## config.mk

```make
export PLATFORM = sky130hd
export DESIGN_NAME = eth_arp_ingress
export DESIGN_NICKNAME = d
export VERILOG_FILES = /design/src/rtl/eth_ingress_pkg.sv /design/src/rtl/eth_rx_parser.sv /design/src/rtl/arp_table.sv /design/src/rtl/arp_reply_tx.sv /design/src/rtl/eth_arp_ingress.sv
export SDC_FILE = /design/constraint.sdc
export NUM_CORES = 2
export LEC_CHECK = 0
export BUFFER_PORTS_ARGS = -buffer_cell sky130_fd_sc_hd__buf_4
export CAP_MARGIN = 20
export CORE_ASPECT_RATIO = 0.9
export CORE_MARGIN = 4
export CORE_UTILIZATION = 50
export CTS_CLUSTER_DIAMETER = 50
export DETAILED_ROUTE_END_ITERATION = 8
export GPL_ROUTABILITY_DRIVEN = 1
export PLACE_DENSITY = 0.68
export RECOVER_POWER = 100
export SYNTH_ARGS = -nofsm -noshare
export SYNTH_HDL_FRONTEND = slang
export SYNTH_HIERARCHICAL = 1
export SYNTH_SLANG_ARGS = --single-unit
```

## constraint.sdc

```tcl
create_clock -name clk -period 3.4 [get_ports clk]
set_input_delay 0.68 -clock clk [delete_from_list [all_inputs] [get_ports clk]]
set_output_delay 0.68 -clock clk [all_outputs]
set_load 0.005 [all_outputs]
```

## src/rtl/eth_ingress_pkg.sv

```systemverilog
package eth_ingress_pkg;
    localparam int OFFW       = 11;
    localparam int REPLY_LEN  = 42;
    localparam int REPLY_BITS = REPLY_LEN * 8;

    localparam logic [15:0] ETYPE_IPV4 = 16'h0800;
    localparam logic [15:0] ETYPE_ARP  = 16'h0806;
    localparam logic [15:0] HWTYPE_ETH = 16'h0001;
    localparam logic [15:0] OPC_REQ    = 16'h0001;
    localparam logic [15:0] OPC_REP    = 16'h0002;
    localparam logic [7:0]  HW_ADDR_SZ = 8'h06;
    localparam logic [7:0]  PR_ADDR_SZ = 8'h04;
endpackage

```

## src/rtl/eth_rx_parser.sv

```systemverilog
module eth_rx_parser
    import eth_ingress_pkg::*;
#(
    parameter int CHW  = 4,
    parameter int ERRW = 16
) (
    input  logic            clk,
    input  logic            rst,
    input  logic            in_valid,
    input  logic [7:0]      in_data,
    input  logic            in_last,
    input  logic [31:0]     own_ip0,
    input  logic [31:0]     own_ip1,
    input  logic [31:0]     own_ip2,
    input  logic [CHW-1:0]  base_chan,
    output logic            ip_valid,
    output logic [7:0]      ip_data,
    output logic            ip_last,
    output logic [CHW-1:0]  ip_chan,
    output logic            learn_we,
    output logic            reply_go,
    output logic [47:0]     snd_mac,
    output logic [31:0]     snd_ip,
    output logic [31:0]     tgt_ip,
    output logic [ERRW-1:0] err_count
);
    typedef struct packed {
        logic [OFFW-1:0] off;
        logic [15:0]     etype;
        logic [15:0]     htype;
        logic [15:0]     w16b;   // ARP protocol type or IPv4 total length
        logic [15:0]     opc;
        logic [47:0]     sha;
        logic [31:0]     spa;
        logic [31:0]     tpa;
        logic            ipv;
        logic [7:0]      ipd;
        logic            ipl;
        logic [CHW-1:0]  ipc;
        logic            learn;
        logic            go;
        logic [ERRW-1:0] err;
    } prs_t;

    prs_t s_q, s_d;
    logic [OFFW-1:0] o;
    logic [15:0]     pos16;
    logic            arp_ok;
    logic            is_own;

    always_comb begin
        s_d       = s_q;
        s_d.ipv   = 1'b0;
        s_d.ipl   = 1'b0;
        s_d.learn = 1'b0;
        s_d.go    = 1'b0;
        o         = s_q.off;
        pos16     = {{(16-OFFW){1'b0}}, o} - 16'd14;
        arp_ok    = 1'b0;
        is_own    = 1'b0;
        if (in_valid) begin
            case (o)
                11'd12: s_d.etype[15:8] = in_data;
                11'd13: s_d.etype[7:0]  = in_data;
                11'd14: s_d.htype[15:8] = in_data;
                11'd15: s_d.htype[7:0]  = in_data;
                11'd16: s_d.w16b[15:8]  = in_data;
                11'd17: s_d.w16b[7:0]   = in_data;
                11'd20: s_d.opc[15:8]   = in_data;
                11'd21: s_d.opc[7:0]    = in_data;
                default: ;
            endcase
            if (o >= 11'd22 && o <= 11'd27) s_d.sha = {s_q.sha[39:0], in_data};
            if (o >= 11'd28 && o <= 11'd31) s_d.spa = {s_q.spa[23:0], in_data};
            if (o >= 11'd38 && o <= 11'd41) s_d.tpa = {s_q.tpa[23:0], in_data};

            // payload forwarding, bounded by the datagram's own length
            if (o >= 11'd14 && s_q.etype == ETYPE_IPV4 &&
                (o < 11'd18 || pos16 < s_q.w16b)) begin
                s_d.ipv = 1'b1;
                s_d.ipd = in_data;
                s_d.ipc = base_chan;
                s_d.ipl = in_last || (o >= 11'd18 && pos16 == s_q.w16b - 16'd1);
            end

            if (in_last) begin
                s_d.off = '0;
                arp_ok  = (o >= 11'd41) && (s_d.etype == ETYPE_ARP) &&
                          (s_d.htype == HWTYPE_ETH) && (s_d.w16b == ETYPE_IPV4);
                is_own  = (s_d.tpa == own_ip0) || (s_d.tpa == own_ip1) ||
                          (s_d.tpa == own_ip2);
                s_d.learn = arp_ok;
                s_d.go    = arp_ok && (s_d.opc == OPC_REQ) && is_own;
                if (o < 11'd13 ||
                    (s_d.etype != ETYPE_IPV4 && s_d.etype != ETYPE_ARP))
                    s_d.err = s_q.err + 1'b1;
            end else if (!(&o)) begin
                s_d.off = o + 1'b1;
            end
        end
    end

    always_ff @(posedge clk) begin
        if (rst) s_q <= '0;
        else     s_q <= s_d;
    end

    assign ip_valid  = s_q.ipv;
    assign ip_data   = s_q.ipd;
    assign ip_last   = s_q.ipl;
    assign ip_chan   = s_q.ipc;
    assign learn_we  = s_q.learn;
    assign reply_go  = s_q.go;
    assign snd_mac   = s_q.sha;
    assign snd_ip    = s_q.spa;
    assign tgt_ip    = s_q.tpa;
    assign err_count = s_q.err;
endmodule

```

## src/rtl/arp_table.sv

```systemverilog
module arp_table #(
    parameter int DEPTH = 16,
    parameter int IDXW  = $clog2(DEPTH)
) (
    input  logic            clk,
    input  logic            rst,
    input  logic            wr_en,
    input  logic [31:0]     wr_ip,
    input  logic [47:0]     wr_mac,
    input  logic [IDXW-1:0] rd_idx,
    output logic            rd_valid,
    output logic [31:0]     rd_ip,
    output logic [47:0]     rd_mac
);
    typedef struct packed {
        logic [DEPTH-1:0]        vld;
        logic [DEPTH-1:0][31:0]  ip;
        logic [DEPTH-1:0][47:0]  mac;
        logic                    rv;
        logic [31:0]             rip;
        logic [47:0]             rmac;
    } tbl_t;

    tbl_t t_q, t_d;
    logic [IDXW-1:0] widx;

    always_comb begin
        t_d    = t_q;
        widx   = wr_ip[IDXW-1:0];
        t_d.rv   = t_q.vld[rd_idx];
        t_d.rip  = t_q.ip[rd_idx];
        t_d.rmac = t_q.mac[rd_idx];
        if (wr_en) begin
            t_d.vld[widx] = 1'b1;
            t_d.ip[widx]  = wr_ip;
            t_d.mac[widx] = wr_mac;
        end
    end

    always_ff @(posedge clk) begin
        if (rst) t_q <= '0;
        else     t_q <= t_d;
    end

    assign rd_valid = t_q.rv;
    assign rd_ip    = t_q.rip;
    assign rd_mac   = t_q.rmac;
endmodule

```

## src/rtl/arp_reply_tx.sv

```systemverilog
module arp_reply_tx
    import eth_ingress_pkg::*;
(
    input  logic        clk,
    input  logic        rst,
    input  logic        go,
    input  logic [47:0] own_mac,
    input  logic [47:0] req_mac,
    input  logic [31:0] req_ip,
    input  logic [31:0] asked_ip,
    output logic        rp_valid,
    output logic [7:0]  rp_data,
    output logic        rp_last
);
    typedef struct packed {
        logic                  busy;
        logic [5:0]            cnt;
        logic [REPLY_BITS-1:0] sh;
    } tx_t;

    tx_t x_q, x_d;

    always_comb begin
        x_d = x_q;
        if (x_q.busy) begin
            x_d.sh  = {x_q.sh[REPLY_BITS-9:0], 8'h00};
            x_d.cnt = x_q.cnt + 6'd1;
            if (x_q.cnt == 6'(REPLY_LEN - 1)) x_d.busy = 1'b0;
        end else if (go) begin
            x_d.busy = 1'b1;
            x_d.cnt  = '0;
            x_d.sh   = {req_mac, own_mac, ETYPE_ARP, HWTYPE_ETH, ETYPE_IPV4,
                        HW_ADDR_SZ, PR_ADDR_SZ, OPC_REP,
                        own_mac, asked_ip, req_mac, req_ip};
        end
    end

    always_ff @(posedge clk) begin
        if (rst) x_q <= '0;
        else     x_q <= x_d;
    end

    assign rp_valid = x_q.busy;
    assign rp_data  = x_q.sh[REPLY_BITS-1 -: 8];
    assign rp_last  = x_q.busy && (x_q.cnt == 6'(REPLY_LEN - 1));
endmodule

```

## src/rtl/eth_arp_ingress.sv

```systemverilog
module eth_arp_ingress #(
    parameter int TBL_DEPTH = 16,
    parameter int CHW       = 4,
    parameter int ERRW      = 16,
    parameter int IDXW      = $clog2(TBL_DEPTH)
) (
    input  logic            clk,
    input  logic            rst,
    input  logic            in_valid,
    input  logic [7:0]      in_data,
    input  logic            in_last,
    input  logic [47:0]     cfg_own_mac,
    input  logic [31:0]     cfg_own_ip0,
    input  logic [31:0]     cfg_own_ip1,
    input  logic [31:0]     cfg_own_ip2,
    input  logic [CHW-1:0]  cfg_base_chan,
    input  logic [IDXW-1:0] tbl_rd_idx,
    output logic            tbl_rd_valid,
    output logic [31:0]     tbl_rd_ip,
    output logic [47:0]     tbl_rd_mac,
    output logic            ip_valid,
    output logic [7:0]      ip_data,
    output logic            ip_last,
    output logic [CHW-1:0]  ip_chan,
    output logic            rp_valid,
    output logic [7:0]      rp_data,
    output logic            rp_last,
    output logic [ERRW-1:0] err_count
);
    logic        learn_we, reply_go;
    logic [47:0] snd_mac;
    logic [31:0] snd_ip, tgt_ip;

    eth_rx_parser #(.CHW(CHW), .ERRW(ERRW)) u_parse (
        .clk(clk), .rst(rst), .in_valid(in_valid), .in_data(in_data), .in_last(in_last),
        .own_ip0(cfg_own_ip0), .own_ip1(cfg_own_ip1), .own_ip2(cfg_own_ip2),
        .base_chan(cfg_base_chan),
        .ip_valid(ip_valid), .ip_data(ip_data), .ip_last(ip_last), .ip_chan(ip_chan),
        .learn_we(learn_we), .reply_go(reply_go),
        .snd_mac(snd_mac), .snd_ip(snd_ip), .tgt_ip(tgt_ip), .err_count(err_count)
    );

    arp_table #(.DEPTH(TBL_DEPTH), .IDXW(IDXW)) u_tbl (
        .clk(clk), .rst(rst), .wr_en(learn_we), .wr_ip(snd_ip), .wr_mac(snd_mac),
        .rd_idx(tbl_rd_idx), .rd_valid(tbl_rd_valid), .rd_ip(tbl_rd_ip), .rd_mac(tbl_rd_mac)
    );

    arp_reply_tx u_tx (
        .clk(clk), .rst(rst), .go(reply_go), .own_mac(cfg_own_mac),
        .req_mac(snd_mac), .req_ip(snd_ip), .asked_ip(tgt_ip),
        .rp_valid(rp_valid), .rp_data(rp_data), .rp_last(rp_last)
    );
endmodule

```

==> impl_metrics.csv <==
group,metric,value,unit
synthesis,synth_seq_cells,1939,
grt,grt-ovfl-total,0,
power_and_ir_drop,vdd_drop_max,0.0005220,V
worst_setup_path,path_cells,"buf_4, nor2b_1, clkbuf_1, a221oi_1, o21ai_0, o21ai_0",
route,drt-initial-drc-count,8238,
sta,fin_skew,0.06168,ns
placed_design,gp_congestion,0.9409,
synthesis,synth.largest_area_cell,"dfxtp_1",
floorplanning,initial_core_util,50.25,%
route,drc_errors,0,
worst_setup_path,rrSetupSlack,0.09,ns
floorplanning,design.die.area,0.1787,sq mm
synthesis,yosys_warnings,6,
floorplanning,die_w,445.2,microns
power_and_ir_drop,power_density,505.9,mW/mm^2
status,violations,"capacitance limit, slew limit",
worst_setup_path,worstPathRequired,4.09,ns
sta,setup_viol_count_final,0,
sta,fin_ws,0.02136,ns
placed_design,dp_hpwl,164100,microns
cells_and_area,area_growth,9.564,%
clock_tree,cts_buffers,202,
synthesis,syn-instance-count,10490,
clock_tree,clkSlewWorstSetupHoldPaths,0.06,ns
status,run_status,"complete, but fails checks",
clock_tree,clkLatencyLatePin,0.86,ns
sta,slew_headroom,-41.22,%
sta,max_freq,0.2960,GHz
cells_and_area,drive_gt1_share,9.147,%
worst_setup_path,critical_path.endpoint_type,"flip-flop",
grt,grt_antenna_before_repair,5,
route,drt_pre_antenna_iters,6,
worst_setup_path,cp_common_cell,"o21ai_0",
worst_setup_path,cp-start-kind,"primary input",
sta,fin_crit,3.379,ns
placed_design,dp_slack,0.2105,ns
route,drtAntennaViolNets,0,
grt,grt_pass1_wl,419600,microns
grt,grt_pass1_vias,69520,
route,drt_wl_total,279500,microns
placed_design,port_buffers,284,
synthesis,syn_nets,10670,
worst_hold_path,hold_path_class,"primary input to flip-flop",
synthesis,synth_ff_type,"dfxtp_1",
run,cap_violations,17,
worst_setup_path,critPathMaxStageDelay,1.29,ns
clock_tree,cts_tree,"done",
floorplanning,rows,144,
cells_and_area,nFillCells,15430,
worst_setup_path,crit_type,"primary input to flip-flop",
cells_and_area,nNetsFinal,10210,
sta,hold_viol,0,
worst_setup_path,crit_arrival,4.07,ns
clock_tree,clockRootBuffer,"clkbuf_16",
cells_and_area,final_cell_area,0.09423,sq mm
clock_tree,post_cts_buffers,0,
synthesis,synth_area_leaders,"dfxtp_1, nand2_1, mux2i_1, a21oi_1, clkbuf_1",
power_and_ir_drop,p_leak,0.03307,uW
clock_tree,h-tree-depth,4,
route,routedWlPerCell,22.45,microns
sta,worst_pin_slew,2.118,ns
clock_tree,cts_buffer_depth,3,
floorplanning,die_h,401.5,microns
route,num_vias,73150,
synthesis,synth_edf_count,0,
grt,grtUsageTotal,29.79,%
synthesis,syn_avg_cell_area,8.202,sq um
placed_design,postPlaceCellArea,0.08826,sq mm
clock_tree,cts.sinks,1939,
floorplanning,core,0.1712,sq mm
route,vias_per_cell,5.874,
clock_tree,hold_buffers,0,
synthesis,synth_area,0.08600,sq mm
clock_tree,cts-resized-gates,0,
worst_setup_path,slowest_stage,"clkbuf_1",
synthesis,ys_types,81,
synthesis,synth_top_area_share,45.13,%
worst_setup_path,crit_fanout,24,
floorplanning,io-pin-count,285,
synthesis,synth-async-reset-ratio,0,%
sta,finalMaxSlewViolations,849,
synthesis,ys_seq_area_share,45.13,%
sta,min_period_over_period,99.37,%
grt,grt_max_degree,233,
[critical path: cells and delay by family]
| kind | cells | cell delay (ns) |
|---|---|---|
| buf+inv | 2 | 1.44 |
| simple gates | 1 | 1.15 |
| compound gates | 3 | 0.75 |
[layer usage]
metal | GRT usage (%) | vias to the layer above | share of wire [%]
met1 | 39.35 | 35080 | 41
met5 | 0 | - | 0.016
li1 | - | 33900 | -
met4 | 12.69 | 6 | 4.5
met3 | 5.465 | 806 | 8.7
met2 | 47.83 | 3355 | 46
[power breakdown]
part           leakage, uW  switching [uW]  internal [uW]  total, uW
registers           0.0156            48.1          22800      22800
logic               0.0141            1330            693       2020
clock network      0.00338            9610          13200      22800
total               0.0331           11000          36700      47700
[state kept, by name, indices dropped and copies added (netlist names), 4 cells and up]
name and flops:
u_parse/err_count 16, u_parse/ip_chan 4, u_parse/ip_data 8, u_parse/o 11, u_parse/s_q 64, u_parse/snd_ip 32, u_parse/snd_mac 48, u_parse/tgt_ip 32
u_tbl/rd_ip 32, u_tbl/rd_mac 48, u_tbl/t_q 1296, u_tx/rp_data 8, u_tx/x_q 334
[metrics by stage]
step | TNS, ns | power, uW | hold slack [ns] | cells | utilization [%]
2_1_floorplan | 0 | 24550 | 0.4264 | 10490 | -
3_3_place_gp | 0 | 25370 | 0.4324 | 12080 | 51.51
3_5_place_dp | 0 | 25370 | 0.4414 | 12090 | 51.56
4_1_cts | 0 | 47950 | 0.03325 | 12450 | 55.60
5_1_grt | -0.003461 | 49040 | 0.07256 | 12450 | 55.05
6_report | 0 | 47670 | 0.09768 | 12450 | 55.05
[layout make-up]
class | instances | area [sq um] | area share, %
Tap cell | 2263 | 2831 | 3.005
Clock inverter | 82 | 1100 | 1.167
Multi-Input combinational cell | 7291 | 40930 | 43.44
Antenna cell | 1 | 2.502 | 0.002656
Inverter | 59 | 227.7 | 0.2417
Sequential cell | 1939 | 38820 | 41.20
Timing Repair Buffer | 533 | 4504 | 4.780
Clock buffer | 285 | 5809 | 6.165
[synth_stat cells (11+ instances only)]
cell type     n
a21oi_1    1414
a221oi_1     42
a22oi_1     261
and2_1      196
and3_1       13
buf_1        36
buf_2       147
buf_4       240
buf_6        77
clkbuf_1    696
dfxtp_1    1939
ha_1         24
inv_1        59
mux2_2       59
mux2i_1     923
mux4_2       36
nand2_1    2935
nand3_1      67
nand4_1      27
nor2_1      419
nor2b_1      24
nor3_1       46
nor3b_1     100
nor4_1       32
o21ai_0     288
o22ai_1      65
or3_1        11
xnor2_1      61
xor2_1      107
[path summary, 6_finish.rpt]
kind	startpoint	to	cells after the start
setup reg to reg	u_parse/snd_ip[2]	u_tbl/t_q[1124]	6
hold reg to reg	u_parse/s_q[145]	u_parse/s_q[145]	2
setup / recovery	tbl_rd_idx[2]	u_tbl/rd_mac[27]	6
hold / removal	cfg_base_chan[1]	u_parse/ip_chan[1]	3
[cells by family (layout without fill, tap and decap cells)]
logic type      count (synthesis)  count (layout)  synth area share, %
simple gates                 3932            3932                19.02
mux                          1021            1021                12.52
fa+ha+maj                      24              24               0.3492
buf+inv                      1256             959                7.428
xor+xnor                      169             169                1.730
flops                        1939            1939                45.13
other cells                     0               1                    0
compound gates               2145            2145                13.82
[placed cells by master (no fill, tap or decap), types with 106 or more instances in the layout]
cell          n
clkbuf_16   204
dfxtp_1    1937
o21ai_0     288
mux2i_1     920
nor3b_1     106
nand2_1    2929
xor2_1      107
and2_0      170
buf_4       276
nor2_1      415
clkbuf_1    116
a21oi_1    1414
a22oi_1     261
Power figures use the tool's default switching activity.
